### config.mk
export PLATFORM = sky130hd
export DESIGN_NAME = stk_pwm_top
export DESIGN_NICKNAME = d
export VERILOG_FILES = /design/src/rtl/stk_pwm_pkg.sv /design/src/rtl/stk_carrier.sv /design/src/rtl/stk_ref_latch.sv /design/src/rtl/stk_leg_seq.sv /design/src/rtl/stk_pwm_top.sv
export SDC_FILE = /design/constraint.sdc
export NUM_CORES = 1
export LEC_CHECK = 0
export BUFFER_PORTS_ARGS = -buffer_cell sky130_fd_sc_hd__buf_2
export CAP_MARGIN = 20
export CORE_MARGIN = 2
export CORE_UTILIZATION = 54
export DETAILED_ROUTE_END_ITERATION = 10
export HOLD_SLACK_MARGIN = 0.03
export PLACE_DENSITY = 0.74
export SLEW_MARGIN = 20
export SYNTH_ARGS = -nofsm -noshare
export SYNTH_HDL_FRONTEND = slang
export SYNTH_SLANG_ARGS = --single-unit
### constraint.sdc
create_clock -name clk -period 17.3 [get_ports clk]
set_clock_uncertainty 0.05 [all_clocks]
set_input_delay 0 -clock clk [delete_from_list [all_inputs] [get_ports clk]]
set_output_delay 0 -clock clk [all_outputs]
set_load 0.02 [all_outputs]
### src/rtl/stk_pwm_pkg.sv
package stk_pwm_pkg;
  parameter int unsigned LEGS  = 3;
  parameter int unsigned REFS  = 4;
  parameter int unsigned SWS   = REFS + 1;
  parameter int unsigned IDX_W = $clog2(SWS);

  typedef logic [IDX_W-1:0] sw_idx_t;

  // one bit set at the position of the open switch
  function automatic logic [SWS-1:0] off_mask(sw_idx_t idx);
    logic [SWS-1:0] m;
    for (int j = 0; j < SWS; j++) m[j] = (sw_idx_t'(j) == idx);
    return m;
  endfunction
endpackage

### src/rtl/stk_carrier.sv
module stk_carrier #(
  parameter int unsigned CAR_TOP = 50000,
  parameter int unsigned CNT_W   = 16,
  parameter int unsigned CAR_W   = 17
) (
  input  logic                    clk,
  input  logic                    rst_n,
  output logic signed [CAR_W-1:0] car_o,
  output logic                    turn_o
);
  localparam logic [CNT_W-1:0] TOP_V  = CNT_W'(CAR_TOP);
  localparam logic [CNT_W-1:0] HALF_V = CNT_W'(CAR_TOP / 2);

  logic [CNT_W-1:0] cnt, cnt_n;
  logic             up, up_n;

  always_comb begin
    cnt_n = cnt;
    up_n  = up;
    if (up) begin
      if (cnt == TOP_V) begin
        cnt_n = TOP_V - CNT_W'(1);
        up_n  = 1'b0;
      end else begin
        cnt_n = cnt + CNT_W'(1);
      end
    end else begin
      if (cnt == '0) begin
        cnt_n = CNT_W'(1);
        up_n  = 1'b1;
      end else begin
        cnt_n = cnt - CNT_W'(1);
      end
    end
  end

  always_ff @(posedge clk or negedge rst_n) begin
    if (!rst_n) begin
      cnt <= '0;
      up  <= 1'b1;
    end else begin
      cnt <= cnt_n;
      up  <= up_n;
    end
  end

  assign turn_o = (cnt == '0) || (cnt == TOP_V);
  assign car_o  = $signed({1'b0, cnt}) - $signed({1'b0, HALF_V});

  a_r2_bounds: assert property (@(posedge clk) disable iff (!rst_n) cnt <= TOP_V);
  a_r2_unit_step: assert property (@(posedge clk) disable iff (!rst_n)
    1'b1 |=> (({1'b0, cnt} == {1'b0, $past(cnt)} + 1'b1) ||
              ({1'b0, cnt} + 1'b1 == {1'b0, $past(cnt)})));
endmodule

### src/rtl/stk_ref_latch.sv
module stk_ref_latch
  import stk_pwm_pkg::*;
#(
  parameter int unsigned REF_W = 12
) (
  input  logic                        clk,
  input  logic                        rst_n,
  input  logic                        turn_i,
  input  logic [LEGS*REFS*REF_W-1:0]  ref_i,
  output logic [LEGS*REFS*REF_W-1:0]  lat_o,
  output logic                        fault_o
);
  localparam int unsigned   TOT     = LEGS * REFS * REF_W;
  localparam logic [REF_W-1:0] MIN_REF = {1'b1, {(REF_W-1){1'b0}}};

  logic [LEGS-1:0] bad_leg;
  logic [TOT-1:0]  lat_n;
  logic            fault_n;

  for (genvar l = 0; l < LEGS; l++) begin : g_leg
    logic [REFS-2:0] inv;
    for (genvar r = 0; r < REFS - 1; r++) begin : g_pair
      assign inv[r] = $signed(ref_i[(l*REFS + r)*REF_W +: REF_W]) <
                      $signed(ref_i[(l*REFS + r + 1)*REF_W +: REF_W]);
    end
    assign bad_leg[l] = |inv;
  end

  always_comb begin
    lat_n   = lat_o;
    fault_n = fault_o;
    if (turn_i) begin
      lat_n   = ref_i;
      fault_n = |bad_leg;
    end
  end

  always_ff @(posedge clk or negedge rst_n) begin
    if (!rst_n) begin
      lat_o   <= {(LEGS*REFS){MIN_REF}};
      fault_o <= 1'b0;
    end else begin
      lat_o   <= lat_n;
      fault_o <= fault_n;
    end
  end

  a_r3_hold_refs: assert property (@(posedge clk) disable iff (!rst_n)
    !turn_i |=> $stable(lat_o));
  a_r5_hold_fault: assert property (@(posedge clk) disable iff (!rst_n)
    !turn_i |=> $stable(fault_o));
endmodule

### src/rtl/stk_leg_seq.sv
module stk_leg_seq
  import stk_pwm_pkg::*;
#(
  parameter int unsigned REF_W = 12,
  parameter int unsigned CAR_W = 17,
  parameter int unsigned DT_W  = 8
) (
  input  logic                    clk,
  input  logic                    rst_n,
  input  logic [REFS*REF_W-1:0]   ref_i,
  input  logic signed [CAR_W-1:0] car_i,
  input  logic                    safe_i,
  input  logic [DT_W-1:0]         dead_i,
  output logic [SWS-1:0]          gate_o
);
  localparam int unsigned CMP_W = ((REF_W > CAR_W) ? REF_W : CAR_W) + 1;
  localparam int unsigned K_W   = $clog2(REFS + 1);

  logic [REFS-1:0]         above;
  logic signed [CMP_W-1:0] car_x;
  logic [K_W-1:0]          k;
  sw_idx_t                 tgt;

  assign car_x = {{(CMP_W-CAR_W){car_i[CAR_W-1]}}, car_i};

  for (genvar r = 0; r < REFS; r++) begin : g_cmp
    logic signed [CMP_W-1:0] ref_x;
    assign ref_x    = {{(CMP_W-REF_W){ref_i[r*REF_W + REF_W-1]}}, ref_i[r*REF_W +: REF_W]};
    assign above[r] = ref_x > car_x;
  end

  always_comb begin
    k = '0;
    for (int r = 0; r < REFS; r++) k = k + K_W'(above[r]);
    tgt = safe_i ? sw_idx_t'(0) : sw_idx_t'(k);
  end

  // off_now: switch just opened; off_old: switch kept open through dead time
  sw_idx_t         off_now, off_old, now_n, old_n;
  logic [DT_W-1:0] dt, dt_n;

  always_comb begin
    now_n = off_now;
    old_n = off_old;
    dt_n  = dt;
    if (tgt != off_now) begin
      now_n = tgt;
      if (dead_i == '0) begin
        old_n = tgt;
        dt_n  = '0;
      end else begin
        old_n = off_now;
        dt_n  = dead_i;
      end
    end else if (dt != '0) begin
      dt_n = dt - DT_W'(1);
      if (dt == DT_W'(1)) old_n = off_now;
    end
  end

  always_ff @(posedge clk or negedge rst_n) begin
    if (!rst_n) begin
      off_now <= '0;
      off_old <= '0;
      dt      <= '0;
    end else begin
      off_now <= now_n;
      off_old <= old_n;
      dt      <= dt_n;
    end
  end

  assign gate_o = ~(off_mask(off_now) | off_mask(off_old));

  a_r7_on_count: assert property (@(posedge clk) disable iff (!rst_n)
    ($countones(gate_o) <= SWS - 1) && ($countones(gate_o) >= SWS - 2));
  a_r6_new_opens_first: assert property (@(posedge clk) disable iff (!rst_n)
    (tgt != off_now) |=> !gate_o[$past(tgt)]);
  a_r6_old_held: assert property (@(posedge clk) disable iff (!rst_n)
    ((tgt != off_now) && (dead_i != '0)) |=> !gate_o[$past(off_now)]);
  a_r4_single_off: assert property (@(posedge clk) disable iff (!rst_n)
    ((tgt == off_now) && (dt == '0)) |=> ($countones(gate_o) == SWS - 1));
endmodule

### src/rtl/stk_pwm_top.sv
module stk_pwm_top
  import stk_pwm_pkg::*;
#(
  parameter int unsigned REF_W   = 12,
  parameter int unsigned CAR_TOP = 50000,
  parameter int unsigned DT_W    = 8
) (
  input  logic                       clk,
  input  logic                       rst_n,
  input  logic [LEGS*REFS*REF_W-1:0] ref_i,
  input  logic [DT_W-1:0]            dead_i,
  output logic [LEGS*SWS-1:0]        gate_o,
  output logic                       fault_o
);
  localparam int unsigned CNT_W = $clog2(CAR_TOP + 1);
  localparam int unsigned CAR_W = CNT_W + 1;

  logic [1:0] rst_sync;
  logic       rst_core_n;

  always_ff @(posedge clk or negedge rst_n) begin
    if (!rst_n) rst_sync <= '0;
    else        rst_sync <= {rst_sync[0], 1'b1};
  end
  assign rst_core_n = rst_sync[1];

  logic signed [CAR_W-1:0]   car;
  logic                      turn;
  logic [LEGS*REFS*REF_W-1:0] lat;

  stk_carrier #(.CAR_TOP(CAR_TOP), .CNT_W(CNT_W), .CAR_W(CAR_W)) u_car (
    .clk(clk), .rst_n(rst_core_n), .car_o(car), .turn_o(turn));

  stk_ref_latch #(.REF_W(REF_W)) u_lat (
    .clk(clk), .rst_n(rst_core_n), .turn_i(turn), .ref_i(ref_i),
    .lat_o(lat), .fault_o(fault_o));

  for (genvar l = 0; l < LEGS; l++) begin : g_leg
    stk_leg_seq #(.REF_W(REF_W), .CAR_W(CAR_W), .DT_W(DT_W)) u_seq (
      .clk(clk), .rst_n(rst_core_n),
      .ref_i(lat[l*REFS*REF_W +: REFS*REF_W]),
      .car_i(car), .safe_i(fault_o), .dead_i(dead_i),
      .gate_o(gate_o[l*SWS +: SWS]));
  end
endmodule

### Yosys cells after proc, flatten, opt, wreduce, memory -nomap -nowiden

Cells that the tools add are included.

| storage, ports and cells | value |
|---|---|
| flip-flop bits (word level) | 206 |
| latch bits | 0 |
| memories kept | 0 |
| RAM bits | 0 |
| memory bits (read-only) | 0 |
| logic and storage cells | 137 |
| output and inout bits | 16 |
| input bits | 154 |

| operators by class | value |
|---|---|
| bitwise logic cells | 6 |
| equality and inequality tests | 31 |
| shift-type cells | 0 |
| div/mod/pow operators | 0 |
| multiplexer cells | 28 |
| add/sub/neg operators | 15 |
| order comparisons | 21 |
| reductions and logical operators | 22 |
| multiply operators | 0 |

Operators by type and width:

| kind | number |
|---|---|
| $gt 12x17->1 | 12 |
| $lt 12x12->1 | 9 |
| $mux 8 | 7 |
| $mux 16 | 3 |
| $mux 3 | 15 |
| $eq 2x3->1 const A | 12 |
| $eq 8x1->1 const B | 3 |
| $reduce_bool 8->1 | 3 |
| $sub 8x1->8 const B | 3 |
| $add 3x1->3 | 6 |
| $eq 1x3->1 const A | 6 |
| $eq 3x3->1 const A | 6 |
| $logic_not 3->1 | 6 |
| $sub 16x15->17 const B | 1 |
| $add 16x1->16 const B | 1 |
| $eq 16x16->1 const B | 1 |
| $logic_not 16->1 | 1 |
| $sub 16x1->16 const B | 1 |
| $not 5->5 | 3 |
| $or 5x5->5 | 3 |
| $reduce_bool 2->1 | 6 |
| $ne 3x3->1 | 3 |
| $reduce_or 9->1 | 1 |
| $logic_not 8->1 | 1 |
| 4 further kinds | 10 |

### Longest topological paths before layout

| depth | value |
|---|---|
| depth after elaboration | 9 |
| mapped depth | 24 |
| depth with buffers taken out | 23 |

### By module

Synthesis repeated with hierarchy kept, for this count alone.

| unflattened totals | value |
|---|---|
| cells, all modules | 1,730 |
| area total of the unflattened synthesis | 17,022.6 sq um |

By module, submodules not included:

| module | area each (sq um) | seq. area each (sq um) | instances | cells each |
|---|---|---|---|---|
| stk_ref_latch | 7,875.1 | 3,643.5 | 1 | 661 |
| stk_leg_seq (g_leg[2].u_seq) | 2,508.7 | 350.3 | 1 | 282 |
| stk_leg_seq (g_leg[0].u_seq) | 2,503.7 | 350.3 | 1 | 290 |
| stk_leg_seq (g_leg[1].u_seq) | 2,483.6 | 350.3 | 1 | 297 |
| stk_carrier | 1,597.8 | 426.7 | 1 | 197 |
| stk_pwm_top | 53.8 | 50.0 | 1 | 3 |

### Worst setup path before layout

OpenSTA, ideal clock, no wires.

| timing | value |
|---|---|
| kind | flip-flop to flip-flop |
| start point | reg u_car.cnt[3] |
| end point | reg g_leg[1].u_seq.off_old[1] |
| data required time | 17.156 ns |
| setup time | 0.094 ns |
| arrival | 5.588 ns |
| clock period less this slack | 5.732 ns |
| slack | 11.568 ns |
| path buffers | 1 |
| stages on the path, launching flop included | 23 |
| path through | dfrtp_1 buf_6 inv_1 ha_1 nor2b_1 o21ai_1 xnor2_1 ha_1 nand4_1 nor2_1 a221o_1 maj3_1 a31oi_1 o32ai_1 ha_1 fa_1 ha_1 nor2b_1 xnor2_1 nand3_1 a31oi_1 a211oi_1 a211oi_1 |

| between the ends | value |
|---|---|
| word-level cells in the longest chain between the ends | 9 |
| elaborated cells on any way between the ends | 15 |

RTL lines:

| item | RTL line | RTL |
|---|---|---|
| from (decl) | stk_carrier.sv:14 | `logic [CNT_W-1:0] cnt, cnt_n;` |
| from (signal assigned) | stk_carrier.sv:42 | `cnt <= cnt_n;` |
| $sub 16x15->17 * | stk_carrier.sv:48 | `assign car_o = $signed({1'b0, cnt}) - $signed({1'b0, HALF_V});` |
| $gt 12x17->1 | stk_leg_seq.sv:29 | `assign above[r] = ref_x > car_x;` |
| $add 1x1->2 | stk_leg_seq.sv:34 | `for (int r = 0; r < REFS; r++) k = k + K_W'(above[r]);` |
| $add 3x1->3 | stk_leg_seq.sv:34 |  |
| $add 3x1->3 * | stk_leg_seq.sv:34 |  |
| $mux 3 * | stk_leg_seq.sv:35 | `tgt = safe_i ? sw_idx_t'(0) : sw_idx_t'(k);` |
| $ne 3x3->1 | stk_leg_seq.sv:46 | `if (tgt != off_now) begin` |
| $reduce_bool 2->1 (no line) | n/a |  |
| $reduce_and 2->1 (no line) | n/a |  |
| to (signal assigned) | stk_leg_seq.sv:68 | `off_old <= old_n;` |
| to (decl) | stk_leg_seq.sv:39 | `sw_idx_t off_now, off_old, now_n, old_n;` |

Every way passes the cells marked *; elsewhere a longest branch is shown, timed or not.
A chain may end at the register's enable or synchronous reset.

### Worst setup path after layout

Ends and elaborated chain as after synthesis.

==> results.yml <==
routing:
  m1WireLength_mm: 20.0
  drt_iter0_markers: 1023
  drc: 0
  wl_mm: 48.2
  firstDrtPassIters: 5
  wl_met2_mm: 22.5
  met3_length_mm: 2.73
  via_count: 15147
  routedWlPerCell_microns: 19.1
  ant_nets: 0
  via_per_inst: 6.01
  top_layer: "met4"
yosys:
  ys_ff_latch: 206
  async_flop_share_pct: 100
  syn-cell-area_sq_um: 16200
  synth-main-ff-cell: "dfrtp_1"
  synth_top_area_share_pct: 29.7
  seq_area_frac_synth_pct: 31.8
  synth_area_leaders: "dfrtp_1, ha_1, o21ai_0, nand2_1, inv_1"
  synth_cell_type_count: 89
  synth-edff-count: 0
  post_synth_inst_count: 1805
  syn-num-nets: 2235
  yosysTopAreaCell: "dfrtp_1"
  ys.warnings.count: 0
  avgSynthCellArea_sq_um: 9.00
floorplanning:
  start_util_pct: 54.8
  rows: 63
  io_pins: 170
  die_area_sq_um: 31500
  die_w_microns: 177
  die_y_microns: 177
  core_sq_um: 29600
timing:
  finalHoldViolCount: 0
  worst_pin_slew_ns: 1.05
  rsz0062_at_grt: "false"
  fin_crit_sh_pct: 38.7
  finalCriticalPeriod_ns: 6.69
  slew_headroom_pct: 29.7
  finalSetupTns_ns: 0
  setup_slack_ns: 10.61
  setup_viol: 0
  slew_viol_final: 0
  fmax_mhz: 149
clocking:
  cts_max_path_buffers: 3
  clkLatencyLatePin_ns: 0.53
  clkTransAtPathRegs_ns: 0.06
  clock_sinks: 206
  cts_made_buffers: 25
  cts_tree: "built"
  root_buffer: "clkbuf_16"
  htreeDepth: 1
cells_and_area:
  area_growth_pct: 22.0
  fin_util_pct: 66.9
  mostFrequentLayoutCells: "ha_1, dfrtp_1, nand2_1"
  fin_nets: 2541
  mostFrequentLayoutCell: "ha_1"
  drive_above_1_share_pct: 14.8
  postLayoutCellArea_sq_um: 19800
  final_cells: 2521
critical_path:
  critPathLaunchType: "register"
  r2r-start: "u_car.cnt[3]"
  worst_ep_required_time_ns: 17.68
  cp_max_fo: 23
  worstSetupStartpoint: "u_car.cnt[3]"
  arrival_ns: 7.07
  critPathCaptureType: "register"
  critPathKind: "reg2reg"
grt:
  grt_pass1_vias: 15142
  grt_overflow: 0
  grt_max_degree: 84
  grt_pass1_wl_mm: 76.9
  antenna_found_initial: 2
  grt_usage_pct: 30.6
pwr:
  p_per_area_nw_per_um2: 75.1
  vdd_ir_drop_max_uv: 62.4
  leakage_nw: 9.64
placement:
  io_buffer_count: 169
  dp_cells: 2320
  gp_congestion: 0.879
  placed_area_sq_um: 17500
  dp_hpwl_mm: 33.0
  place_ws_ns: 10.67
hold_path:
  hold_path_class: "in2reg"
  worstHoldStart: "ref_i[48]"
status:
  status: "complete, no violations"
flow_run:
  drv_cap: 0
==> stage by stage <==
step / hold slack (ns) / total power [W]
finish: 0.207 / 0.00149
global route: 0.215 / 0.00157
global placement: -0.265 / 0.000918
detailed placement: -0.262 / 0.000937
CTS: 0.169 / 0.00149
floorplan: -0.346 / 0.000826
==> cells by family after synthesis <==
logic type	Yosys count	share of synthesized area [%]
other cells	1	0.0231
fa+ha+maj	292	22.4
xor+xnor	49	2.76
buf+inv	220	5.25
simple gates	496	15.0
mux	56	3.81
flops	206	31.8
compound gates	485	18.9
==> worst max-delay path: stages (launching register included) <==
cell and delay, ns:
dfrtp_1 0.32, buf_4 0.36, inv_1 0.12, ha_1 0.26, nor2b_1 0.23, nor2_1 0.08
xor2_1 0.70, ha_1 0.39, a21o_1 0.18, a21o_1 0.17, a221o_1 0.29, maj3_1 0.38
a31oi_1 0.19, o32ai_1 0.10, ha_1 0.35, fa_1 0.41, ha_1 0.27, nor2b_1 0.25
xnor2_1 0.16, nand3_1 0.44, a31oi_1 0.56, a211oi_1 0.10, a211oi_1 0.23
==> registers in the layout, summed over array words and instances (netlist names) <==
signal / flops
rst_sync: 2
g_leg.u_seq.off_old: 9
u_lat.lat_o: 144
g_leg.u_seq.off_now: 9
u_car.up: 1
u_car.cnt: 16
g_leg.u_seq.dt: 24
u_lat.fault_o: 1
==> final cells by class <==
class                      count  area (sq um)
tap                          390           488
fill                        2311          9820
timing repair buffer         340          2520
sequential                   206          5170
clock buffer                  31           678
multi-input combinational   1379         10200
clock inverter                14           134
antenna                        2          5.00
inverter                     159           597
==> final timing paths <==
path,depth (start not counted),slack [ns],endpoint
max,22,10.61,g_leg[1].u_seq.off_old[1]
min,3,0.21,u_lat.lat_o[48]
max reg2reg,22,10.61,g_leg[1].u_seq.off_old[1]
min reg2reg,0,0.31,rst_sync[1]
max in group asynchronous,1,15.41,u_lat.lat_o[52]
min in group asynchronous,3,0.28,rst_sync[1]
==> routing by layer <==
metal / track usage (%) / up-vias
met5: 0 / -
met4: 16.5 / 0
met3: 4.28 / 186
met2: 50.6 / 589
met1: 38.6 / 7202
li1: - / 7170
==> power by group <==
group / internal (W) / total (W) / switching, W
registers: 0.000541 / 0.000602 / 0.0000607
clock network: 0.000308 / 0.000522 / 0.000214
logic: 0.000169 / 0.000365 / 0.000196
==> cells in the mapped netlist, types with 7 or more instances <==
library cell	n
a31oi_1	12
nand2b_1	15
nor3_1	37
xor2_1	16
mux2i_1	9
nor2_1	84
o31ai_1	8
xnor2_1	32
nor4_1	11
o21a_1	12
clkbuf_1	48
inv_1	158
nand4_1	27
or3_1	11
nor2b_1	28
a221o_1	7
nor3b_1	8
o211ai_1	7
a211oi_1	17
mux2_2	47
a21o_1	39
dfstp_2	13
maj3_1	16
ha_1	273
o21ai_0	177
nand2_1	183
o22ai_1	13
dfrtp_1	193
nand3_1	37
a22oi_1	11
a21oi_1	105
o2111ai_1	8
and3_1	18
==> repair_timing <==
item | 4_1_cts | 5_1_grt
setup buffers | 0 | 0
hold buffers | 154 | 0
endpoints found under the setup margin | 0 | 0
resized for setup | 0 | 0
endpoints found under the hold margin | 171 | 0
No activity file was read; power rests on OpenSTA's default activity.
